--- src/rtl/dl_pdu_pkg.sv ---
// Package: shared constants and types of the downlink PDU extractor.
// Header byte positions are fixed because the parser decodes them.
package dl_pdu_pkg;

    localparam int BYTE_W = 8;
    localparam int LEN_W  = 11;
    localparam int IDX_W  = 3;

    // Header byte positions that the parser decodes.
    localparam logic [IDX_W-1:0] IDX_LEN_HI   = 3'd2;
    localparam logic [IDX_W-1:0] IDX_LEN_LO   = 3'd3;
    localparam logic [IDX_W-1:0] IDX_HDR_LAST = 3'd5;

    // Smallest legal unit length (the header alone).
    localparam logic [LEN_W-1:0] MIN_PDU_LEN  = 11'd6;
    // Bytes already seen when the length field completes.
    localparam logic [LEN_W-1:0] SEEN_AT_LEN  = 11'd4;

    localparam logic [BYTE_W-1:0] PAD_MARK    = 8'hFF;

    typedef enum logic [1:0] {
        PS_HDR  = 2'd0,
        PS_PAY  = 2'd1,
        PS_PAD  = 2'd2,
        PS_DROP = 2'd3
    } parse_t;

    typedef struct packed {
        parse_t            state;
        logic [IDX_W-1:0]  idx;     // header byte index
        logic [LEN_W-1:0]  remain;  // bytes still to come after the current one
        logic [2:0]        len_hi;  // captured upper length bits
    } ctx_t;

    localparam ctx_t CTX_IDLE = '{state: PS_HDR, idx: '0, remain: '0, len_hi: '0};

endpackage

--- src/rtl/dl_parse_step.sv ---
// Module: dl_parse_step
// Combinational parse step of one byte against one burst context.
// It returns the updated context and the output tags of the byte.
// Assumes: the caller writes nxt back only when the byte is accepted.
module dl_parse_step
    import dl_pdu_pkg::*;
(
    input  ctx_t              cur,
    input  logic [BYTE_W-1:0] byte_in,
    input  logic              burst_end,
    output ctx_t              nxt,
    output logic              emit,
    output logic              sop,
    output logic              eop,
    output logic              abort
);

    logic [LEN_W-1:0] len_full;

    // Purpose: full length value formed when the low length byte is seen.
    assign len_full = {cur.len_hi, byte_in};

    // Purpose: header/payload/pad state machine for a single byte.
    always_comb begin
        nxt   = cur;
        emit  = 1'b0;
        sop   = 1'b0;
        eop   = 1'b0;
        abort = 1'b0;
        unique case (cur.state)
            PS_HDR: begin
                if (cur.idx == '0) begin
                    if (byte_in == PAD_MARK) begin
                        nxt.state = PS_PAD;
                    end else begin
                        emit    = 1'b1;
                        sop     = 1'b1;
                        nxt.idx = cur.idx + 3'd1;
                    end
                end else if (cur.idx == IDX_LEN_LO) begin
                    emit = 1'b1;
                    if (len_full < MIN_PDU_LEN) begin
                        eop       = 1'b1;
                        abort     = 1'b1;
                        nxt.state = PS_DROP;
                    end else begin
                        nxt.remain = len_full - SEEN_AT_LEN;
                        nxt.idx    = cur.idx + 3'd1;
                    end
                end else if (cur.idx < IDX_LEN_LO) begin
                    emit = 1'b1;
                    if (cur.idx == IDX_LEN_HI) begin
                        nxt.len_hi = byte_in[2:0];
                    end
                    nxt.idx = cur.idx + 3'd1;
                end else begin
                    emit = 1'b1;
                    if (cur.remain == 11'd1) begin
                        eop = 1'b1;
                        nxt = CTX_IDLE;
                    end else begin
                        nxt.remain = cur.remain - 11'd1;
                        if (cur.idx == IDX_HDR_LAST) begin
                            nxt.state = PS_PAY;
                            nxt.idx   = '0;
                        end else begin
                            nxt.idx = cur.idx + 3'd1;
                        end
                    end
                end
            end
            PS_PAY: begin
                emit = 1'b1;
                if (cur.remain == 11'd1) begin
                    eop = 1'b1;
                    nxt = CTX_IDLE;
                end else begin
                    nxt.remain = cur.remain - 11'd1;
                end
            end
            default: begin
                // Padding or error tail: consume silently.
            end
        endcase
        if (burst_end) begin
            if (emit && !eop) begin
                eop   = 1'b1;
                abort = 1'b1;
            end
            nxt = CTX_IDLE;
        end
    end

endmodule

--- src/rtl/dl_ctx_bank.sv ---
// Module: dl_ctx_bank
// Register bank that holds one parse context per burst, with one read
// port and one write port, both indexed by burst number.
// Assumes: NUM_BURSTS is a power of two, so every index is in range.
module dl_ctx_bank
    import dl_pdu_pkg::*;
#(
    parameter int NUM_BURSTS = 4,
    localparam int BID_W = $clog2(NUM_BURSTS)
) (
    input  logic             clk,
    input  logic             rst_n,
    input  logic [BID_W-1:0] rd_sel,
    output ctx_t             rd_ctx,
    input  logic             wr_en,
    input  logic [BID_W-1:0] wr_sel,
    input  ctx_t             wr_ctx
);

    ctx_t ctx_q [NUM_BURSTS];

    for (genvar g = 0; g < NUM_BURSTS; g++) begin : g_ctx
        // Purpose: hold and update the context of burst g.
        always_ff @(posedge clk) begin
            if (!rst_n) begin
                ctx_q[g] <= CTX_IDLE;
            end else if (wr_en && (wr_sel == BID_W'(g))) begin
                ctx_q[g] <= wr_ctx;
            end
        end
    end

    // Purpose: present the context of the selected burst.
    assign rd_ctx = ctx_q[rd_sel];

endmodule

--- src/rtl/dl_out_reg.sv ---
// Module: dl_out_reg
// Output register stage. It advances only when the downstream stage is
// ready, so a byte it shows holds until that byte is taken.
// Assumes: the caller loads it only in cycles where adv is high.
module dl_out_reg
    import dl_pdu_pkg::*;
#(
    parameter int BID_W = 2
) (
    input  logic              clk,
    input  logic              rst_n,
    input  logic              adv,
    input  logic              ld_valid,
    input  logic [BYTE_W-1:0] ld_data,
    input  logic [BID_W-1:0]  ld_burst,
    input  logic              ld_sop,
    input  logic              ld_eop,
    input  logic              ld_abort,
    output logic              q_valid,
    output logic [BYTE_W-1:0] q_data,
    output logic [BID_W-1:0]  q_burst,
    output logic              q_sop,
    output logic              q_eop,
    output logic              q_abort
);

    // Purpose: capture the next output byte or hold under backpressure.
    always_ff @(posedge clk) begin
        if (!rst_n) begin
            q_valid <= 1'b0;
            q_data  <= '0;
            q_burst <= '0;
            q_sop   <= 1'b0;
            q_eop   <= 1'b0;
            q_abort <= 1'b0;
        end else if (adv) begin
            q_valid <= ld_valid;
            q_data  <= ld_data;
            q_burst <= ld_burst;
            q_sop   <= ld_sop;
            q_eop   <= ld_eop;
            q_abort <= ld_abort;
        end
    end

endmodule

--- src/rtl/dl_pdu_extract.sv ---
// Module: dl_pdu_extract (top)
// Sorts interleaved decoded FEC block bytes to per-burst parse contexts
// and emits the contained units as a framed byte stream for CRC checking.
// Assumes: each burst ends on a byte carrying both block-last and
// burst-last; NUM_BURSTS is a power of two and at least 2.
module dl_pdu_extract
    import dl_pdu_pkg::*;
#(
    parameter int NUM_BURSTS = 4,
    localparam int BID_W = $clog2(NUM_BURSTS)
) (
    input  logic              clk,
    input  logic              rst_n,
    input  logic              in_valid,
    output logic              in_ready,
    input  logic [BYTE_W-1:0] in_data,
    input  logic [BID_W-1:0]  in_burst,
    input  logic              in_blk_last,
    input  logic              in_burst_last,
    output logic              out_valid,
    input  logic              out_ready,
    output logic [BYTE_W-1:0] out_data,
    output logic [BID_W-1:0]  out_burst,
    output logic              out_sop,
    output logic              out_eop,
    output logic              out_abort
);

    ctx_t cur_ctx;
    ctx_t nxt_ctx;
    logic fire;
    logic burst_end;
    logic st_emit;
    logic st_sop;
    logic st_eop;
    logic st_abort;

    // Purpose: accept input only while the output side can move.
    assign in_ready  = out_ready;
    assign fire      = in_valid && in_ready;
    // Purpose: a burst ends only on a byte that also closes its FEC block.
    assign burst_end = in_burst_last && in_blk_last;

    dl_ctx_bank #(
        .NUM_BURSTS (NUM_BURSTS)
    ) u_bank (
        .clk    (clk),
        .rst_n  (rst_n),
        .rd_sel (in_burst),
        .rd_ctx (cur_ctx),
        .wr_en  (fire),
        .wr_sel (in_burst),
        .wr_ctx (nxt_ctx)
    );

    dl_parse_step u_step (
        .cur       (cur_ctx),
        .byte_in   (in_data),
        .burst_end (burst_end),
        .nxt       (nxt_ctx),
        .emit      (st_emit),
        .sop       (st_sop),
        .eop       (st_eop),
        .abort     (st_abort)
    );

    dl_out_reg #(
        .BID_W (BID_W)
    ) u_out (
        .clk      (clk),
        .rst_n    (rst_n),
        .adv      (out_ready),
        .ld_valid (fire && st_emit),
        .ld_data  (in_data),
        .ld_burst (in_burst),
        .ld_sop   (st_sop),
        .ld_eop   (st_eop),
        .ld_abort (st_abort),
        .q_valid  (out_valid),
        .q_data   (out_data),
        .q_burst  (out_burst),
        .q_sop    (out_sop),
        .q_eop    (out_eop),
        .q_abort  (out_abort)
    );

endmodule

--- config.mk ---
export PLATFORM = sky130hd
export DESIGN_NAME = dl_pdu_extract
export DESIGN_NICKNAME = d
export VERILOG_FILES = /design/src/rtl/dl_pdu_pkg.sv /design/src/rtl/dl_parse_step.sv /design/src/rtl/dl_ctx_bank.sv /design/src/rtl/dl_out_reg.sv /design/src/rtl/dl_pdu_extract.sv
export SDC_FILE = /design/constraint.sdc
export NUM_CORES = 1
export LEC_CHECK = 0
export ABC_AREA = 1
export CAP_MARGIN = 5
export CORE_ASPECT_RATIO = 1.25
export CORE_MARGIN = 1.5
export CORE_UTILIZATION = 25
export DETAILED_ROUTE_END_ITERATION = 12
export GPL_ROUTABILITY_DRIVEN = 0
export HOLD_SLACK_MARGIN = 0.05
export PLACE_DENSITY_LB_ADDON = 0.12
export SLEW_MARGIN = 20
export SYNTH_ARGS = -nofsm -noshare
export SYNTH_HDL_FRONTEND = slang
export SYNTH_SLANG_ARGS = --single-unit
--- constraint.sdc ---
create_clock -name clk -period 6.4 [get_ports clk]
set_input_delay 1.6 -clock clk [delete_from_list [all_inputs] [get_ports clk]]
set_output_delay 1.6 -clock clk [all_outputs]
set_load 0.05 [all_outputs]
### After elaboration in Yosys (flattened, before gate mapping)

Memory sizes are Yosys's and may differ from the RTL's.
Cells that the tools add are included.

| word-level totals | value |
|---|---|
| register bits | 14 |
| RAM bits | 76 |
| input port bits | 16 |
| logic and storage cells | 93 |
| memories | 1 |

| operators by class | value |
|---|---|
| add/sub/neg operators | 3 |
| $lt $le $gt $ge | 2 |
| eq/ne operators | 9 |
| mux-type cells | 56 |
| bitwise gates (word level) | 4 |
| reduce and logical (&&, ||, !) cells | 12 |

Memory list:

| memory | words | width | read ports | clocked after Yosys merged registers in | write ports | line | RTL |
|---|---|---|---|---|---|---|---|
| u_bank.ctx_q | 4 | 19 | 1 | 0 | 4 | dl_ctx_bank.sv:20 | `ctx_t ctx_q [NUM_BURSTS];` |

Operators by type and width:

| operator | count |
|---|---|
| $mux W19 | 5 |
| $pmux W19 S2 | 1 |
| $mux W16 | 2 |
| $mux W1 | 29 |
| $mux W14 | 2 |
| $mux W11 | 2 |
| $mux W3 | 7 |
| $eq A11 B1 Y1 const B | 1 |
| $lt A11 B3 Y1 const B | 1 |
| $sub A11 B1 Y11 const B | 1 |
| $sub A11 B3 Y11 const B | 1 |
| $mux W5 | 2 |
| $eq A8 B8 Y1 const B | 1 |
| $logic_and A1 B1 Y1 | 8 |
| $mux W2 | 4 |
| $eq A3 B2 Y1 const B | 2 |
| $eq A2 B1 Y1 const B | 2 |
| $eq A2 B2 Y1 const B | 2 |
| $logic_not A2 Y1 | 2 |
| $or A1 B1 Y1 | 4 |
| $pmux W1 S2 | 2 |
| $add A3 B1 Y3 const B | 1 |
| $eq A3 B3 Y1 const B | 1 |
| $logic_not A3 Y1 | 1 |
| other kinds (2) | 2 |

### Longest topological paths before layout

An unclocked memory read counts as a cell.

| logic depth | value |
|---|---|
| word-level depth | 11 |
| gate-level depth with buffers | 20 |
| mapped depth without buffers | 17 |

### Cells and area by module

Synthesis repeated with hierarchy kept, for this count alone.

| unflattened totals | value |
|---|---|
| cells, all modules | 821 |
| area, all modules | 6137.1 um2 |

By module, submodules not included:

| module | times used | cells each | area an instance (um2) | sequential area each (um2) |
|---|---|---|---|---|
| dl_ctx_bank | 1 | 416 | 3888.7 | 2282.2 |
| dl_parse_step | 1 | 310 | 1631.6 | 0.0 |
| dl_out_reg | 1 | 88 | 584.3 | 280.3 |
| dl_pdu_extract | 1 | 7 | 32.5 | 0.0 |

### Worst setup path after synthesis

No wires, ideal clock.

| path | value |
|---|---|
| path type | input port to flip-flop |
| start point | in in_burst[0] |
| end point | mem u_bank.ctx_q[0][0] (netlist bit), enable pin |
| library setup time | 0.421 ns |
| arrival time | 3.492 ns |
| required time | 5.979 ns |
| slack | 2.486 ns |
| stages on the path | 5 |
| path buffers | 2 |
| cells stage by stage | buf_6 -> nor2_4 -> buf_4 -> inv_2 -> o21ai_0 |

RTL lines:

| element | line | RTL |
|---|---|---|
| from (decl) | dl_pdu_extract.sv:17 | `input logic [BID_W-1:0] in_burst,` |
| to (decl) | dl_ctx_bank.sv:20 |  |

==> flow_metrics.py <==
metrics = {
    "die": {
        "core_um2": 21500,
        "die-area_um2": 22700,
        "die_width_um": 135,
        "start_util_pct": 25.4,
        "ios": 31,
        "die-height_um": 168,
        "std_cell_rows": 60,
    },
    "global_routing": {
        "antenna_found_initial": 0,
        "grt_pass1_wl_mm": 27.6,
        "grt_max_degree": 31,
        "grt_pass1_vias": 4669,
        "grt_util_all_layers_pct": 16.2,
        "grt-ovfl-total": 0,
    },
    "synth": {
        "synth_edf_count": 76,
        "yosysWarnings": 0,
        "synth_area_per_cell_um2": 7.84,
        "netlist.area_leader.share_pct": 41.9,
        "yosys-top-cells-area": "edfxtp_1 42%, nand2_1 13%, nor2_1 7.1%, nand3_1 6.6%, dfxtp_1 5.1%",
        "synth.cell_area_um2": 5440,
        "ys_seq_area_share_pct": 47.1,
        "synthArstFlopShare_pct": 0,
        "syn_inst": 694,
        "yosys.cell_count.top_type": "nand2_1",
        "ys.flop_type": "edfxtp_1",
        "synth_commonest_cells": "185 x nand2_1, 103 x nor2_1, 76 x edfxtp_1",
        "syn-num-nets": 719,
        "synth_top_area_cell": "edfxtp_1",
        "synth-seq-cells": 90,
        "synth.distinct_cells": 37,
    },
    "placed_design": {
        "dpl_cell_area_um2": 6010,
        "dp.cells": 986,
        "dp_hpwl_mm": 12.7,
        "io_buffers": 30,
    },
    "pwr": {
        "switching_power_uw": 486,
        "power_frac_clock_pct": 33.3,
        "pwr-share-seq_pct": 44.6,
        "switching_share_pct": 32.2,
        "p_comb_share_pct": 22.1,
        "ir_drop_v": 0.000145,
        "p_int_uw": 1020,
        "p_leak_uw": 0.00264,
        "p_per_area_nw_per_um2": 240,
    },
    "critical_path": {
        "cp_max_fo": 20,
        "critPathKind": "in -> reg",
        "slowest_stage": "clkdlybuf4s50_1",
        "required_ns": 6.45,
        "startpoint_type": "input pin",
        "setup.worst_path.end_class": "flip-flop",
        "crit_top_cell": "nand2_1",
        "slowest_delay_ns": 0.86,
        "crit_chain": "clkdlybuf4s50_1, inv_2, nand2_1, o22ai_1, nor2_2, inv_2, nor2_2, clkinv_1, nand2_1, a21oi_1, nand2_1, nor2_1",
        "arrival_ns": 4.97,
    },
    "clocking": {
        "cts_setup_buffers": 0,
        "cts_made_buffers": 9,
        "holdBufCountCts": 0,
        "root_buffer": "clkbuf_16",
        "cts_resized": 0,
        "cts.path.max_buffers": 2,
        "clk_transition_reported_paths_ns": 0.06,
        "clk_latency_ns": 0.34,
        "clock_sinks": 90,
        "cts_tree": "yes",
        "cts_max_level": 3,
    },
    "job": {
        "maxCapViolCount": 0,
    },
    "finish": {
        "syn_to_final_growth_pct": 15.5,
        "utilization_pct": 29.3,
        "antenna_cells": 0,
        "instances_no_fill": 1002,
        "drive_above_1_share_pct": 10.2,
        "layout.nets": 743,
        "fin_area_um2": 6290,
    },
    "routing": {
        "drtIter0Drc": 350,
        "viasPerCell": 4.74,
        "wirelength_mm": 17.7,
        "wl_per_cell_um": 17.7,
        "drc_errors": 0,
        "vias": 4754,
        "ant_nets": 0,
        "first_pass_iters": 5,
    },
    "sta": {
        "post-route-period-util_pct": 76.9,
        "rsz0062_at_grt": "false",
        "worst_pin_slew_ns": 1.08,
        "fmax_mhz": 203,
        "clock_skew_ns": 0.0121,
        "final_hold_viol_count": 0,
        "whs_ns": 0.470,
        "min_period_ns": 4.92,
        "setup_viol": 0,
        "drv_slew": 0,
        "slew_headroom_pct": 27.9,
        "finalSetupTns_ns": 0,
    },
    "status": {
        "status": "finished clean",
    },
    "hold_path": {
        "worstHoldPathType": "reg -> reg",
    },
}
## power by group through the flow
stage          sequential [µW]  combinational, µW  clock [µW]
2_1_floorplan              705                208           0
5_1_grt                    675                372         533
3_3_place_gp               685                337           0
6_report                   673                334         503
4_1_cts                    673                339         513
3_5_place_dp               686                337           0
## area by class of cell
cell class              instances  area [µm²]
flip-flops and latches         90        2560
fillers                      2388       15200
repair buffers                 39         368
clock inverters                 7        52.6
multi-input cells             515        2490
inverters                      63         236
clock buffers                   9         225
well taps                     279         349
## sequential cells by signal (all words and copies together), names as in the netlist
register and count:
u_out.q_abort 1, u_bank.ctx_q 76, u_out.q_data 8, u_out.q_eop 1
u_out.q_burst 2, u_out.q_sop 1, u_out.q_valid 1
## through the flow
stage               total power [µW]  setup slack [ns]
finish                          1510              1.48
global route                    1580              1.08
CTS                             1520              1.45
detailed placement              1020              1.10
global placement                1020              1.13
floorplan                        913              2.49
## critical path, delay by kind of cell
family,cells,cell delay [ns]
buffers and inverters,4,1.74
AND/OR/NAND/NOR,6,1.43
AO/OA/AOI/OAI,2,0.19
## per-layer routing
layer  vias up  global-route usage, %  routed length, µm
met4         0                   3.97                235
met3        14                   2.41                643
met1      2284                   21.1               8000
met5         -                      0                  0
met2       106                   28.0               8840
li1       2350                      -                  -
## kinds of logic (layout without fill, tap and decap cells)
family	Yosys count	after routing	share of synthesized area (%)
compound gates	88	88	8.57
xor+xnor	7	7	1.13
fa+ha+maj	9	9	2.07
buf+inv	89	118	7.42
flops	90	90	47.1
simple gates	411	411	33.7
## final timing paths
kind	startpoint	slack, ns	cells past startpoint	end
setup / recovery	in_burst[0]	1.48	12	u_bank.ctx_q[3][13]
hold / removal	u_out.q_valid	0.47	2	u_out.q_valid
setup reg to reg	u_bank.ctx_q[0][15]	3.65	16	u_bank.ctx_q[3][3]
hold reg to reg	u_out.q_valid	0.47	2	u_out.q_valid
## placed cells by master, fill, tap and decap left out, types with 8 or more instances in the layout
cell / n
edfxtp_1: 76
nor2_1: 103
nor2_2: 15
clkdlybuf4s50_1: 30
nand2_1: 185
dfxtp_1: 14
nand4_1: 9
inv_2: 8
a21oi_1: 37
clkbuf_16: 9
inv_1: 52
nand2_2: 9
ha_1: 9
nand3_1: 72
o21ai_0: 29
buf_4: 9
No activity file was read; power rests on OpenSTA's default activity.
